<file path="src/rtl/hbs_pkg.sv">
package hbs_pkg;
   typedef enum logic {OP_READ = 1'b0, OP_WRITE = 1'b1} op_e;
   localparam int COST_W = 3;
   localparam int COST_MAX = 4;
endpackage

</file>
<file path="src/rtl/hbs_history.sv">
module hbs_history
   import hbs_pkg::*;
#(
   parameter int RANK_W = 2,
   parameter int BANK_W = 2,
   parameter int PORT_W = 1
)(
   input  logic              clk,
   input  logic              rst_n,
   input  logic              push,
   input  op_e               in_op,
   input  logic [RANK_W-1:0] in_rank,
   input  logic [BANK_W-1:0] in_bank,
   input  logic [PORT_W-1:0] in_port,
   output logic              last_v,
   output op_e               last_op,
   output logic [RANK_W-1:0] last_rank,
   output logic [BANK_W-1:0] last_bank,
   output logic [PORT_W-1:0] last_port,
   output logic              prev_v,
   output logic [RANK_W-1:0] prev_rank,
   output logic [BANK_W-1:0] prev_bank
);

   always_ff @(posedge clk or negedge rst_n) begin
      if (!rst_n) begin
         last_v    <= 1'b0;
         last_op   <= OP_READ;
         last_rank <= '0;
         last_bank <= '0;
         last_port <= '0;
         prev_v    <= 1'b0;
         prev_rank <= '0;
         prev_bank <= '0;
      end else if (push) begin
         prev_v    <= last_v;
         prev_rank <= last_rank;
         prev_bank <= last_bank;
         last_v    <= 1'b1;
         last_op   <= in_op;
         last_rank <= in_rank;
         last_bank <= in_bank;
         last_port <= in_port;
      end
   end

   assert_hold_R3: assert property (@(posedge clk) disable iff (!rst_n)
      !push |=> $stable(last_v) && $stable(last_rank) && $stable(last_bank)
                && $stable(prev_v) && $stable(prev_rank) && $stable(prev_bank));

   assert_shift_R9: assert property (@(posedge clk) disable iff (!rst_n)
      push |=> last_v && prev_v == $past(last_v)
               && prev_rank == $past(last_rank) && prev_bank == $past(last_bank));

endmodule

</file>
<file path="src/rtl/hbs_cost.sv">
module hbs_cost
   import hbs_pkg::*;
#(
   parameter int PORTS  = 2,
   parameter int RANK_W = 2,
   parameter int BANK_W = 2,
   parameter int PORT_W = 1
)(
   input  op_e               c_op,
   input  logic [RANK_W-1:0] c_rank,
   input  logic [BANK_W-1:0] c_bank,
   input  logic [PORT_W-1:0] c_port,
   input  logic              last_v,
   input  op_e               last_op,
   input  logic [RANK_W-1:0] last_rank,
   input  logic [BANK_W-1:0] last_bank,
   input  logic [PORT_W-1:0] last_port,
   input  logic              prev_v,
   input  logic [RANK_W-1:0] prev_rank,
   input  logic [BANK_W-1:0] prev_bank,
   output logic [COST_W-1:0] cost
);

   logic hit_last, hit_prev, rd_after_wr, wr_after_rd;

   assign hit_last    = last_v && (last_rank == c_rank) && (last_bank == c_bank);
   assign hit_prev    = prev_v && (prev_rank == c_rank) && (prev_bank == c_bank);
   assign rd_after_wr = last_v && (c_op == OP_READ) && (last_op == OP_WRITE)
                        && (last_rank == c_rank);

   generate
      if (PORTS > 1) begin : g_port_turn
         assign wr_after_rd = last_v && (c_op == OP_WRITE) && (last_op == OP_READ)
                              && (last_port != c_port);
      end else begin : g_single_port
         assign wr_after_rd = 1'b0;
      end
   endgenerate

   assign cost = {hit_last, 1'b0} + COST_W'(hit_prev)
               + COST_W'(rd_after_wr) + COST_W'(wr_after_rd);

endmodule

</file>
<file path="src/rtl/hbs_mix.sv">
module hbs_mix
   import hbs_pkg::*;
#(
   parameter int WGT_W = 3,
   parameter int BAL_W = 6
)(
   input  logic             clk,
   input  logic             rst_n,
   input  logic             fire,
   input  op_e              fire_op,
   input  logic [WGT_W-1:0] rd_wgt,
   input  logic [WGT_W-1:0] wr_wgt,
   output logic             want_rd,
   output logic             want_wr
);

   localparam int BAL_HI = (2 ** (BAL_W - 1)) - 1;
   localparam int BAL_LO = -(2 ** (BAL_W - 1));

   logic signed [BAL_W-1:0] bal, bal_d;
   int rd_eff, wr_eff, sum;

   always_comb begin
      rd_eff = (rd_wgt == '0) ? 1 : int'(rd_wgt);
      wr_eff = (wr_wgt == '0) ? 1 : int'(wr_wgt);
      sum    = int'(bal);
      if (fire) sum = (fire_op == OP_WRITE) ? sum - rd_eff : sum + wr_eff;
      if (sum > BAL_HI) sum = BAL_HI;
      if (sum < BAL_LO) sum = BAL_LO;
      bal_d  = BAL_W'(sum);
   end

   always_ff @(posedge clk or negedge rst_n) begin
      if (!rst_n) bal <= '0;
      else        bal <= bal_d;
   end

   assign want_rd = bal < 0;
   assign want_wr = bal > 0;

   assert_idle_R4: assert property (@(posedge clk) disable iff (!rst_n)
      !fire |=> $stable(bal));

   assert_read_raises_R8: assert property (@(posedge clk) disable iff (!rst_n)
      fire && fire_op == OP_READ |=> int'(bal) >= int'($past(bal)));

   assert_write_lowers_R8: assert property (@(posedge clk) disable iff (!rst_n)
      fire && fire_op == OP_WRITE |=> int'(bal) <= int'($past(bal)));

endmodule

</file>
<file path="src/rtl/mem_hist_arbiter.sv">
module mem_hist_arbiter
   import hbs_pkg::*;
#(
   parameter  int RANKS  = 4,
   parameter  int BANKS  = 4,
   parameter  int PORTS  = 2,
   parameter  int WGT_W  = 3,
   parameter  int BAL_W  = 6,
   localparam int RANK_W = (RANKS > 1) ? $clog2(RANKS) : 1,
   localparam int BANK_W = (BANKS > 1) ? $clog2(BANKS) : 1,
   localparam int PORT_W = (PORTS > 1) ? $clog2(PORTS) : 1
)(
   input  logic              clk,
   input  logic              rst_n,
   input  logic              cfg_mix_first,
   input  logic [WGT_W-1:0]  cfg_rd_weight,
   input  logic [WGT_W-1:0]  cfg_wr_weight,
   input  logic              rq_valid,
   input  logic [RANK_W-1:0] rq_rank,
   input  logic [BANK_W-1:0] rq_bank,
   input  logic [PORT_W-1:0] rq_port,
   output logic              rq_ready,
   input  logic              wq_valid,
   input  logic [RANK_W-1:0] wq_rank,
   input  logic [BANK_W-1:0] wq_bank,
   input  logic [PORT_W-1:0] wq_port,
   output logic              wq_ready,
   output logic              mq_valid,
   output logic              mq_write,
   output logic [RANK_W-1:0] mq_rank,
   output logic [BANK_W-1:0] mq_bank,
   output logic [PORT_W-1:0] mq_port,
   input  logic              mq_ready
);

   localparam int NCAND = 2;

   generate
      if (RANKS < 1 || BANKS < 1 || PORTS < 1) begin : g_bad_geometry
         $error("mem_hist_arbiter: geometry counts must be at least 1");
      end
      if (WGT_W < 1 || BAL_W <= WGT_W + 1 || BAL_W > 24) begin : g_bad_balance
         $error("mem_hist_arbiter: BAL_W must exceed WGT_W+1 and stay <= 24");
      end
   endgenerate

   // history outputs
   logic              h_last_v, h_prev_v;
   op_e               h_last_op;
   logic [RANK_W-1:0] h_last_rank, h_prev_rank;
   logic [BANK_W-1:0] h_last_bank, h_prev_bank;
   logic [PORT_W-1:0] h_last_port;

   // candidate vectors: index 0 read, index 1 write
   op_e               c_op   [NCAND];
   logic [RANK_W-1:0] c_rank [NCAND];
   logic [BANK_W-1:0] c_bank [NCAND];
   logic [PORT_W-1:0] c_port [NCAND];
   logic [COST_W-1:0] c_cost [NCAND];

   assign c_op[0]   = OP_READ;
   assign c_rank[0] = rq_rank;
   assign c_bank[0] = rq_bank;
   assign c_port[0] = rq_port;
   assign c_op[1]   = OP_WRITE;
   assign c_rank[1] = wq_rank;
   assign c_bank[1] = wq_bank;
   assign c_port[1] = wq_port;

   for (genvar g = 0; g < NCAND; g++) begin : g_cost
      hbs_cost #(.PORTS(PORTS), .RANK_W(RANK_W), .BANK_W(BANK_W), .PORT_W(PORT_W)) u_cost (
         .c_op      (c_op[g]),
         .c_rank    (c_rank[g]),
         .c_bank    (c_bank[g]),
         .c_port    (c_port[g]),
         .last_v    (h_last_v),
         .last_op   (h_last_op),
         .last_rank (h_last_rank),
         .last_bank (h_last_bank),
         .last_port (h_last_port),
         .prev_v    (h_prev_v),
         .prev_rank (h_prev_rank),
         .prev_bank (h_prev_bank),
         .cost      (c_cost[g])
      );
   end

   logic want_rd, want_wr, pick_wr, fire, rd_cheaper, wr_cheaper;

   assign rd_cheaper = c_cost[0] < c_cost[1];
   assign wr_cheaper = c_cost[1] < c_cost[0];

   always_comb begin
      if (!rq_valid)           pick_wr = wq_valid;
      else if (!wq_valid)      pick_wr = 1'b0;
      else if (!cfg_mix_first) pick_wr = wr_cheaper || (!rd_cheaper && want_wr);
      else                     pick_wr = want_wr || (!want_rd && wr_cheaper);
   end

   assign mq_valid = rq_valid || wq_valid;
   assign fire     = mq_valid && mq_ready;
   assign rq_ready = fire && !pick_wr;
   assign wq_ready = fire && pick_wr;
   assign mq_write = pick_wr;
   assign mq_rank  = pick_wr ? wq_rank : rq_rank;
   assign mq_bank  = pick_wr ? wq_bank : rq_bank;
   assign mq_port  = pick_wr ? wq_port : rq_port;

   hbs_history #(.RANK_W(RANK_W), .BANK_W(BANK_W), .PORT_W(PORT_W)) u_hist (
      .clk       (clk),
      .rst_n     (rst_n),
      .push      (fire),
      .in_op     (pick_wr ? OP_WRITE : OP_READ),
      .in_rank   (mq_rank),
      .in_bank   (mq_bank),
      .in_port   (mq_port),
      .last_v    (h_last_v),
      .last_op   (h_last_op),
      .last_rank (h_last_rank),
      .last_bank (h_last_bank),
      .last_port (h_last_port),
      .prev_v    (h_prev_v),
      .prev_rank (h_prev_rank),
      .prev_bank (h_prev_bank)
   );

   hbs_mix #(.WGT_W(WGT_W), .BAL_W(BAL_W)) u_mix (
      .clk     (clk),
      .rst_n   (rst_n),
      .fire    (fire),
      .fire_op (pick_wr ? OP_WRITE : OP_READ),
      .rd_wgt  (cfg_rd_weight),
      .wr_wgt  (cfg_wr_weight),
      .want_rd (want_rd),
      .want_wr (want_wr)
   );

   assert_gate_R4: assert property (@(posedge clk) disable iff (!rst_n)
      !mq_ready |-> !rq_ready && !wq_ready);

   assert_onehot_R11: assert property (@(posedge clk) disable iff (!rst_n)
      $onehot0({rq_ready, wq_ready}));

   assert_no_hold_R10: assert property (@(posedge clk) disable iff (!rst_n)
      mq_ready && (rq_valid || wq_valid) |-> $countones({rq_ready, wq_ready}) == 1);

   assert_single_rd_R2: assert property (@(posedge clk) disable iff (!rst_n)
      rq_valid && !wq_valid && mq_ready |-> rq_ready);

   assert_single_wr_R2: assert property (@(posedge clk) disable iff (!rst_n)
      wq_valid && !rq_valid && mq_ready |-> wq_ready);

   assert_cost_bound_R5: assert property (@(posedge clk) disable iff (!rst_n)
      int'(c_cost[0]) <= COST_MAX && int'(c_cost[1]) <= COST_MAX);

   assert_cost_first_R6: assert property (@(posedge clk) disable iff (!rst_n)
      !cfg_mix_first && rq_valid && wq_valid && mq_ready && rd_cheaper |-> rq_ready);

   assert_mix_first_R7: assert property (@(posedge clk) disable iff (!rst_n)
      cfg_mix_first && rq_valid && wq_valid && mq_ready && want_wr |-> wq_ready);

   assert_fields_R11: assert property (@(posedge clk) disable iff (!rst_n)
      wq_ready |-> mq_write && mq_rank == wq_rank && mq_bank == wq_bank && mq_port == wq_port);

endmodule

</file>
<file path="config.mk">
export PLATFORM = sky130hd
export DESIGN_NAME = mem_hist_arbiter
export DESIGN_NICKNAME = d
export VERILOG_FILES = /design/src/rtl/hbs_pkg.sv /design/src/rtl/hbs_history.sv /design/src/rtl/hbs_cost.sv /design/src/rtl/hbs_mix.sv /design/src/rtl/mem_hist_arbiter.sv
export SDC_FILE = /design/constraint.sdc
export NUM_CORES = 1
export LEC_CHECK = 0
export ABC_AREA = 1
export BUFFER_PORTS_ARGS = -buffer_cell sky130_fd_sc_hd__clkbuf_2
export CORE_ASPECT_RATIO = 0.5
export CORE_MARGIN = 10
export CORE_UTILIZATION = 55
export DETAILED_ROUTE_END_ITERATION = 12
export PLACE_DENSITY = 0.88
export RECOVER_POWER = 50
export SLEW_MARGIN = 40
export SYNTH_ARGS = -nofsm -noshare
export SYNTH_HDL_FRONTEND = slang
export SYNTH_SLANG_ARGS = --single-unit
</file>
<file path="constraint.sdc">
create_clock -name clk -period 5.3 [get_ports clk]
set_clock_uncertainty 0.05 [all_clocks]
set_input_delay 0.53 -clock clk [delete_from_list [all_inputs] [get_ports clk]]
set_output_delay 0.53 -clock clk [all_outputs]
set_load 0.005 [all_outputs]
</file>
==> report_table.html, run 1 <==
<table>
<tr><th>Metric</th><th>Value</th></tr>
<tr><th colspan="2">Worst setup path</th></tr>
<tr><td>Kind of end point of the critical path</td><td>flip-flop</td></tr>
<tr><td>Reg2reg setup slack</td><td>1.00 ns</td></tr>
<tr><td>Worst setup path category</td><td>reg2reg</td></tr>
<tr><td>Worst EP required</td><td>roughly 5.4 ns</td></tr>
<tr><td>Worst setup SP type</td><td>flip-flop</td></tr>
<tr><td>Number of cells traversed by the worst register-to-register path</td><td>30</td></tr>
<tr><td>Worst-path cell with the longest stage delay</td><td>sky130_fd_sc_hd__fa_1</td></tr>
<tr><td>Data arrival time of the critical path</td><td>about 4.4 ns</td></tr>
<tr><td>Maximum fanout count along the critical path</td><td>19</td></tr>
<tr><td>Crit path largest cell delay</td><td>about 0.43 ns</td></tr>
<tr><th colspan="2">Power and ir drop</th></tr>
<tr><td>Power Dens Cells</td><td>about 430 nW/um2</td></tr>
<tr><td>Leak</td><td>approximately 1.0 nW</td></tr>
<tr><td>Worst ir drop on vdd</td><td>roughly 180 uV</td></tr>
<tr><th colspan="2">Yosys</th></tr>
<tr><td>Post-synthesis sequential element count</td><td>18</td></tr>
<tr><td>Synth warnings</td><td>0</td></tr>
<tr><td>Post-synthesis cell area</td><td>approximately 1600 um2</td></tr>
<tr><td>Post-synthesis average cell area</td><td>between 6 and 7 um2</td></tr>
<tr><td>Proportion of synthesized chip area in sequential cells</td><td>29.0%</td></tr>
<tr><td>Number of distinct library cells after synthesis</td><td>28</td></tr>
<tr><td>Mapped Nets</td><td>260</td></tr>
<tr><td>Post-Syn Instances</td><td>between 200 and 250</td></tr>
<tr><th colspan="2">Placement</th></tr>
<tr><td>Final Wtd Congestion</td><td>between 0.8 and 0.9</td></tr>
<tr><td>DPL Wire Length</td><td>between 2000 and 3000 um</td></tr>
<tr><td>Number of port buffers</td><td>30</td></tr>
<tr><td>Total cell area at the placement stage</td><td>1730 um2</td></tr>
<tr><th colspan="2">Routing</th></tr>
<tr><td>Total Routed Length</td><td>roughly 3700 um</td></tr>
<tr><td>Mean routed wirelength per cell</td><td>~13 um</td></tr>
<tr><td>Post-route DRC</td><td>0</td></tr>
<tr><td>Total number of vias</td><td>approximately 1,500</td></tr>
<tr><td>Remaining antenna violation count</td><td>0</td></tr>
<tr><td>Avg Vias per Cell</td><td>between 5 and 6</td></tr>
<tr><td>Initial detailed-routing violation count</td><td>63</td></tr>
<tr><td>Pre-antenna DRT Iters</td><td>4</td></tr>
<tr><th colspan="2">Final layout</th></tr>
<tr><td>Final antenna diode count</td><td>0</td></tr>
<tr><td>Fraction of layout instances using a drive strength above 1</td><td>~16%</td></tr>
<tr><td>Final std cell area, no fill</td><td>around 1800 um2</td></tr>
<tr><td>Number of fill cells in the layout</td><td>roughly 240</td></tr>
<tr><td>Area growth, synth to finish</td><td>14.0%</td></tr>
<tr><td>Nets@finish</td><td>291</td></tr>
<tr><td>Leading cell types in the layout, fill and taps excluded</td><td>sky130_fd_sc_hd__nand2_1 (56), sky130_fd_sc_hd__inv_1 (40), sky130_fd_sc_hd__clkbuf_2 (28)</td></tr>
<tr><td>Most common cell after layout, fill and taps aside</td><td>sky130_fd_sc_hd__nand2_1</td></tr>
<tr><th colspan="2">GRT</th></tr>
<tr><td>Overall fraction of global-route tracks in use</td><td>between 10% and 20%</td></tr>
<tr><td>Maximum number of pins on one net before global-route repair</td><td>21</td></tr>
<tr><td>Leftover overflow at the end of global routing</td><td>0</td></tr>
<tr><td>Vias in the first global route</td><td>1,406</td></tr>
<tr><td>Initial antenna violation count</td><td>0</td></tr>
<tr><td>Wire length of the first global-routing pass</td><td>around 6200 um</td></tr>
<tr><th colspan="2">Floorplan</th></tr>
<tr><td>Overall die width</td><td>between 90 and 100 um</td></tr>
<tr><td>Initial core utilization</td><td>58.6%</td></tr>
<tr><td>Core area</td><td>around 2700 um2</td></tr>
<tr><td>Number of primary I/O pins</td><td>31</td></tr>
<tr><td>Vertical die dimension</td><td>about 58 um</td></tr>
<tr><td>Die Outline Area</td><td>5480 um2</td></tr>
<tr><td>Number of standard-cell rows in the floorplan</td><td>13</td></tr>
<tr><th colspan="2">Timing</th></tr>
<tr><td># setup viols final</td><td>0</td></tr>
<tr><td>Slew at the pin with the worst max-slew slack</td><td>approximately 1 ns</td></tr>
<tr><td>Final worst-path cycle share</td><td>~81%</td></tr>
<tr><td>Final Max Slew Viols</td><td>0</td></tr>
<tr><td>Relative max-transition margin</td><td>between 30% and 40%</td></tr>
<tr><td>Sum of negative setup slack</td><td>0 ns</td></tr>
<tr><td>Time the final worst path needs with I/O delays and setup</td><td>between 4 and 5 ns</td></tr>
<tr><td>Fmax</td><td>about 0.23 GHz</td></tr>
<tr><td>Setup repair after global routing missed its margin</td><td>false</td></tr>
<tr><td>Hold violation total from the final report</td><td>0</td></tr>
<tr><th colspan="2">Clock tree</th></tr>
<tr><td>Post-CTS Setup Repair Bufs</td><td>0</td></tr>
<tr><td>Maximum root-to-sink buffer count</td><td>2</td></tr>
<tr><td>Clock latency at the later pin of the worst-skew pair</td><td>roughly 0.26 ns</td></tr>
<tr><td>Root Buffer Master</td><td>sky130_fd_sc_hd__clkbuf_8</td></tr>
<tr><td>Clk pin slew, worst setup/hold paths</td><td>~0.07 ns</td></tr>
<tr><td>TritonCTS Sinks</td><td>18</td></tr>
<tr><td>Count of H-tree levels built during CTS</td><td>1</td></tr>
<tr><td>Hold-fix buffer count after cts</td><td>0</td></tr>
<tr><td>Total clock buffers created by CTS</td><td>3</td></tr>
<tr><td>Clock tree from TritonCTS</td><td>done</td></tr>
<tr><td>Resize count post-CTS</td><td>0</td></tr>
<tr><th colspan="2">Worst hold path</th></tr>
<tr><td>Kind of path behind the tightest hold check</td><td>in2async</td></tr>
<tr><th colspan="2">Outcome</th></tr>
<tr><td>Result of the run</td><td>completed</td></tr>
<tr><th colspan="2">Job</th></tr>
<tr><td>Number of maximum-capacitance violations</td><td>0</td></tr>
</table>
[through the flow]
stage / hold slack (ns) / util, % / std cells / power, mW / setup WS, ns
2_1_floorplan: 0.184 / - / 222 / 0.547 / 1.28
3_3_place_gp: 0.441 / 65.2 / 285 / 0.624 / 1.01
3_5_place_dp: 0.447 / 65.2 / 285 / 0.646 / 0.790
4_1_cts: 0.167 / 67.3 / 289 / 0.760 / 1.01
5_1_grt: 0.425 / 66.8 / 289 / 0.840 / 0.612
6_report: 0.353 / 66.8 / 289 / 0.757 / 1.00
[per-layer routing]
layer	global-route usage (%)	share of wire (%)	wire length, um	vias to the layer above
li1	-	-	-	781
met1	16.2	43	1600	681
met2	24.4	49	1810	52
met3	2.74	6.2	230	4
met4	4.87	1.4	53	0
met5	0	0	0	-
[area by class of cell]
type                    count  area [um2]  share of cell area [%]
flip-flops and latches     18         450                    25.4
repair buffers             30         148                    8.33
well taps                  37        46.3                    2.61
clock buffers               4        55.1                    3.11
multi-input cells         160         922                    52.0
inverters                  40         150                    8.47
[Yosys cell counts, drive strengths merged]
library cell / n / area share (%)
fa: 1 / 1.3
xor2: 3 / 1.7
o211ai: 1 / 0.48
a21oi: 10 / 3.2
inv: 40 / 9.7
o2111ai: 2 / 1.1
ha: 15 / 12
nor2: 19 / 4.8
a31oi: 2 / 0.81
a221oi: 2 / 1.1
dfrtp: 18 / 29
nor4: 2 / 0.81
clkbuf: 1 / 0.24
buf: 3 / 1.1
o2111a: 1 / 0.72
nand4: 3 / 1.2
nand2: 62 / 17
xnor2: 2 / 1.1
nand3: 10 / 3.2
nand3b: 1 / 0.48
or2: 1 / 0.56
o21ai: 19 / 6.1
o21bai: 2 / 0.97
o22ai: 2 / 0.81
[state kept, by name (all words and copies together) (netlist names)]
signal,flops
u_mix.bal,6
u_hist.last_port,1
u_hist.prev_v,1
u_hist.last_rank,2
u_hist.last_v,1
u_hist.prev_rank,2
u_hist.last_bank,2
u_hist.last_op,1
u_hist.prev_bank,2
[critical path, delay by kind of cell (launching register included)]
family                     cells  cell delay (ns)
AOI/OAI and AO/OA              5             0.73
adders and majority gates      4             1.13
buffers and inverters          4             0.31
DFF                            1             0.40
and+or+nand+nor               17             1.57
[cell families (layout without fill, tap and decap cells)]
group           count (synthesis)  in the layout  share of synthesized area, %
compound gates                 41             41                          15.4
simple gates                   98             98                          28.4
fa+ha+maj                      16             16                          13.4
buf+inv                        44             74                          11.0
flops                          18             18                          29.0
xor+xnor                        5              5                          2.82
[power breakdown]
part	leakage, nW	total, mW	switching (mW)	internal [mW]
Combinational	0.766	0.418	0.253	0.164
Clock	0.0288	0.114	0.0482	0.0661
Sequential	0.214	0.225	0.0451	0.180
Total	1.01	0.757	0.347	0.411
[path summary, 6_finish.rpt]
check                                     from                   to
setup / recovery           u_hist.last_rank[0]         u_mix.bal[3]
min in group clk                       rq_port     u_hist.last_port
hold / removal                           rst_n  u_hist.prev_rank[0]
hold reg to reg                  u_hist.prev_v        u_hist.prev_v
max in group asynchronous                rst_n       u_hist.last_op
setup reg to reg           u_hist.last_rank[0]         u_mix.bal[3]
Note: power is estimated with default switching activity, not from simulation.
==> run 2, diff against run 1 <==
--- a/config.mk
+++ b/config.mk
@@ -9,9 +9,9 @@
 export BUFFER_PORTS_ARGS = -buffer_cell sky130_fd_sc_hd__clkbuf_2
 export CORE_ASPECT_RATIO = 0.5
 export CORE_MARGIN = 10
-export CORE_UTILIZATION = 55
+export CORE_UTILIZATION = 50
 export DETAILED_ROUTE_END_ITERATION = 12
-export PLACE_DENSITY = 0.88
+export PLACE_DENSITY = 0.84
 export RECOVER_POWER = 50
 export SLEW_MARGIN = 40
 export SYNTH_ARGS = -nofsm -noshare
==> constraint.sdc (replaced) <==
create_clock -name clk -period 3.9 [get_ports clk]
set_clock_uncertainty 0.05 [all_clocks]
set_input_delay 0.39 -clock clk [delete_from_list [all_inputs] [get_ports clk]]
set_output_delay 0.39 -clock clk [all_outputs]
set_load 0.005 [all_outputs]
==> report_table.html, run 2 (synthesized netlist as in run 1, its figures left out) <==
<table>
<tr><th>Metric</th><th>Value</th></tr>
<tr><th colspan="2">Final layout</th></tr>
<tr><td>Number of fill cells in the layout</td><td>222 (was 235)</td></tr>
<tr><td>Leading cell types in the layout, fill and taps excluded</td><td>sky130_fd_sc_hd__nand2_1 (52), sky130_fd_sc_hd__inv_1 (33), sky130_fd_sc_hd__clkbuf_2 (29) (was sky130_fd_sc_hd__nand2_1 (56), sky130_fd_sc_hd__inv_1 (40), sky130_fd_sc_hd__clkbuf_2 (28))</td></tr>
<tr><td>Final antenna diode count</td><td>0 (unchanged)</td></tr>
<tr><td>Top reg by flops</td><td>u_mix.bal (unchanged)</td></tr>
<tr><td>Flip-flop count of the largest register after layout</td><td>6 (unchanged)</td></tr>
<tr><td>Final std cell area, no fill</td><td>2050 um2 (was 1770 um2)</td></tr>
<tr><td>Area growth, synth to finish</td><td>32.0% (was 14.0%)</td></tr>
<tr><td>Nets@finish</td><td>305 (was 291)</td></tr>
<tr><td>Most common cell after layout, fill and taps aside</td><td>sky130_fd_sc_hd__nand2_1 (unchanged)</td></tr>
<tr><td>Fraction of layout instances using a drive strength above 1</td><td>33.8% (was 15.9%)</td></tr>
<tr><th colspan="2">Routing</th></tr>
<tr><td>Pre-antenna DRT Iters</td><td>4 (unchanged)</td></tr>
<tr><td>Post-route DRC</td><td>0 (unchanged)</td></tr>
<tr><td>Mean routed wirelength per cell</td><td>13.5 um (was 12.8 um)</td></tr>
<tr><td>Total number of vias</td><td>1,609 (was 1,518)</td></tr>
<tr><td>Avg Vias per Cell</td><td>5.26 (was 5.25)</td></tr>
<tr><td>Initial detailed-routing violation count</td><td>76 (was 63)</td></tr>
<tr><td>Total Routed Length</td><td>4120 um (was 3700 um)</td></tr>
<tr><td>Remaining antenna violation count</td><td>0 (unchanged)</td></tr>
<tr><th colspan="2">GRT</th></tr>
<tr><td>Overall fraction of global-route tracks in use</td><td>12.7% (was 13.8%)</td></tr>
<tr><td>Initial antenna violation count</td><td>0 (unchanged)</td></tr>
<tr><td>Maximum number of pins on one net before global-route repair</td><td>21 (unchanged)</td></tr>
<tr><td>Vias in the first global route</td><td>1,501 (was 1,406)</td></tr>
<tr><td>Wire length of the first global-routing pass</td><td>6270 um (was 6230 um)</td></tr>
<tr><td>Leftover overflow at the end of global routing</td><td>0 (unchanged)</td></tr>
<tr><th colspan="2">Worst setup path</th></tr>
<tr><td>Worst-path cell with the longest stage delay</td><td>sky130_fd_sc_hd__dfrtp_1 (was sky130_fd_sc_hd__fa_1)</td></tr>
<tr><td>Crit path largest cell delay</td><td>0.39 ns (was 0.43 ns)</td></tr>
<tr><td>Kind of end point of the critical path</td><td>flip-flop (unchanged)</td></tr>
<tr><td>Worst setup path category</td><td>reg2reg (unchanged)</td></tr>
<tr><td>Maximum fanout count along the critical path</td><td>5 (was 19)</td></tr>
<tr><td>Worst setup SP type</td><td>flip-flop (unchanged)</td></tr>
<tr><td>Data arrival time of the critical path</td><td>3.96 ns (was 4.38 ns)</td></tr>
<tr><td>Reg2reg setup slack</td><td>0.05 ns (was 1.00 ns)</td></tr>
<tr><td>Worst EP required</td><td>4.01 ns (was 5.38 ns)</td></tr>
<tr><th colspan="2">Timing</th></tr>
<tr><td>Sum of negative setup slack</td><td>0 ns (unchanged)</td></tr>
<tr><td>Final worst-path cycle share</td><td>98.7% (was 81.1%)</td></tr>
<tr><td>Hold violation total from the final report</td><td>0 (unchanged)</td></tr>
<tr><td>Time the final worst path needs with I/O delays and setup</td><td>3.85 ns (was 4.30 ns)</td></tr>
<tr><td>Setup repair after global routing missed its margin</td><td>true (was false)</td></tr>
<tr><td>Relative max-transition margin</td><td>33.9% (was 34.0%)</td></tr>
<tr><td>Final Max Slew Viols</td><td>0 (unchanged)</td></tr>
<tr><td>Fmax</td><td>0.260 GHz (was 0.233 GHz)</td></tr>
<tr><td># setup viols final</td><td>0 (unchanged)</td></tr>
<tr><td>Slew at the pin with the worst max-slew slack</td><td>0.992 ns (was 0.989 ns)</td></tr>
<tr><th colspan="2">Clock tree</th></tr>
<tr><td>Total clock buffers created by CTS</td><td>3 (unchanged)</td></tr>
<tr><td>Clock tree from TritonCTS</td><td>done (unchanged)</td></tr>
<tr><td>Hold-fix buffer count after cts</td><td>0 (unchanged)</td></tr>
<tr><td>Count of H-tree levels built during CTS</td><td>1 (unchanged)</td></tr>
<tr><td>Root Buffer Master</td><td>sky130_fd_sc_hd__clkbuf_8 (unchanged)</td></tr>
<tr><td>Clock latency at the later pin of the worst-skew pair</td><td>0.26 ns (about the same)</td></tr>
<tr><td>Maximum root-to-sink buffer count</td><td>2 (unchanged)</td></tr>
<tr><td>Clk pin slew, worst setup/hold paths</td><td>0.07 ns (about the same)</td></tr>
<tr><td>TritonCTS Sinks</td><td>18 (unchanged)</td></tr>
<tr><th colspan="2">Job</th></tr>
<tr><td>Number of maximum-capacitance violations</td><td>0 (unchanged)</td></tr>
<tr><th colspan="2">Power and ir drop</th></tr>
<tr><td>Sum of internal, switching and leakage power</td><td>1.21 mW (was 0.757 mW)</td></tr>
<tr><td>Leak</td><td>1.09 nW (was 1.01 nW)</td></tr>
<tr><td>Power Dens Cells</td><td>592 nW/um2 (was 427 nW/um2)</td></tr>
<tr><td>Worst ir drop on vdd</td><td>322 uV (was 180 uV)</td></tr>
<tr><th colspan="2">Placement</th></tr>
<tr><td>Total cell area at the placement stage</td><td>1820 um2 (was 1730 um2)</td></tr>
<tr><td>Number of port buffers</td><td>30 (unchanged)</td></tr>
<tr><td>Final Wtd Congestion</td><td>0.920 (was 0.895)</td></tr>
<tr><td>DPL Wire Length</td><td>3020 um (was 2950 um)</td></tr>
<tr><th colspan="2">Floorplan</th></tr>
<tr><td>Number of primary I/O pins</td><td>31 (unchanged)</td></tr>
<tr><td>Overall die width</td><td>98.8 um (was 95.2 um)</td></tr>
<tr><td>Initial core utilization</td><td>51.9% (was 58.6%)</td></tr>
<tr><td>Number of standard-cell rows in the floorplan</td><td>14 (was 13)</td></tr>
<tr><td>Vertical die dimension</td><td>59.4 um (was 57.6 um)</td></tr>
<tr><td>Die Outline Area</td><td>5870 um2 (was 5480 um2)</td></tr>
<tr><td>Core area</td><td>3000 um2 (was 2650 um2)</td></tr>
<tr><th colspan="2">Worst hold path</th></tr>
<tr><td>Kind of path behind the tightest hold check</td><td>in2async (unchanged)</td></tr>
<tr><th colspan="2">Outcome</th></tr>
<tr><td>Result of the run</td><td>completed (unchanged)</td></tr>
</table>
run 2: metrics by stage:
stage          setup WS, ns  std cells  hold slack [ns]  utilization [%]
2_1_floorplan        0.0247        222           0.0444                -
3_3_place_gp        -0.0507        300            0.306             60.9
3_5_place_dp         -0.151        300            0.313             60.9
4_1_cts             0.00634        304           0.0286             62.9
5_1_grt              -0.227        306            0.281             68.5
6_report             0.0508        306            0.211             68.5
run 2: path summary, 6_finish.rpt:
| path | start | endpoint | depth (start not counted) |
|---|---|---|---|
| worst max-delay path | u_hist.last_v | u_mix.bal[4] | 31 |
| worst min-delay path | rst_n | u_hist.prev_rank[0] | 1 |
| worst max register to register | u_hist.last_v | u_mix.bal[4] | 31 |
| worst min register to register | u_hist.last_op | u_hist.last_op | 2 |
| max in group asynchronous | rst_n | u_hist.last_bank[1] | 1 |
| min in group clk | rq_port | u_hist.last_port | 3 |
run 2: area by class of cell:
cell class	instances	area, um2	share of cell area (%)
inverter	40	150	7.32
sequential	18	450	22.0
timing repair buffer	44	254	12.4
multi-input combinational	160	1090	53.2
clock buffer	4	55.1	2.68
tap	40	50.0	2.44
run 2: critical path, delay by kind of cell (launching register included):
| kind | cells | cell delay [ns] |
|---|---|---|
| compound gates | 3 | 0.40 |
| fa+ha+maj | 5 | 1.12 |
| buf+inv | 5 | 0.30 |
| flops | 1 | 0.39 |
| simple gates | 18 | 1.48 |
run 2: repair_timing:
item	CTS	global route
pin swaps	0	15
resized for setup	1	37
endpoints found under the setup margin	5	6
setup buffers	0	2
run 2: layer usage:
metal  up-vias  track usage [%]  routed length [um]
met5         -                0                   0
met4         0             5.48                  21
met3         4             2.44                 253
met2        49             23.9                2180
met1       744             13.8                1660
li1        812                -                   -
run 2: power breakdown:
| group | switching [mW] | leakage [nW] | internal, mW |
|---|---|---|---|
| Sequential | 0.0693 | 0.214 | 0.245 |
| Combinational | 0.406 | 0.849 | 0.335 |
| Clock | 0.0694 | 0.0288 | 0.0900 |
| Total | 0.545 | 1.09 | 0.670 |
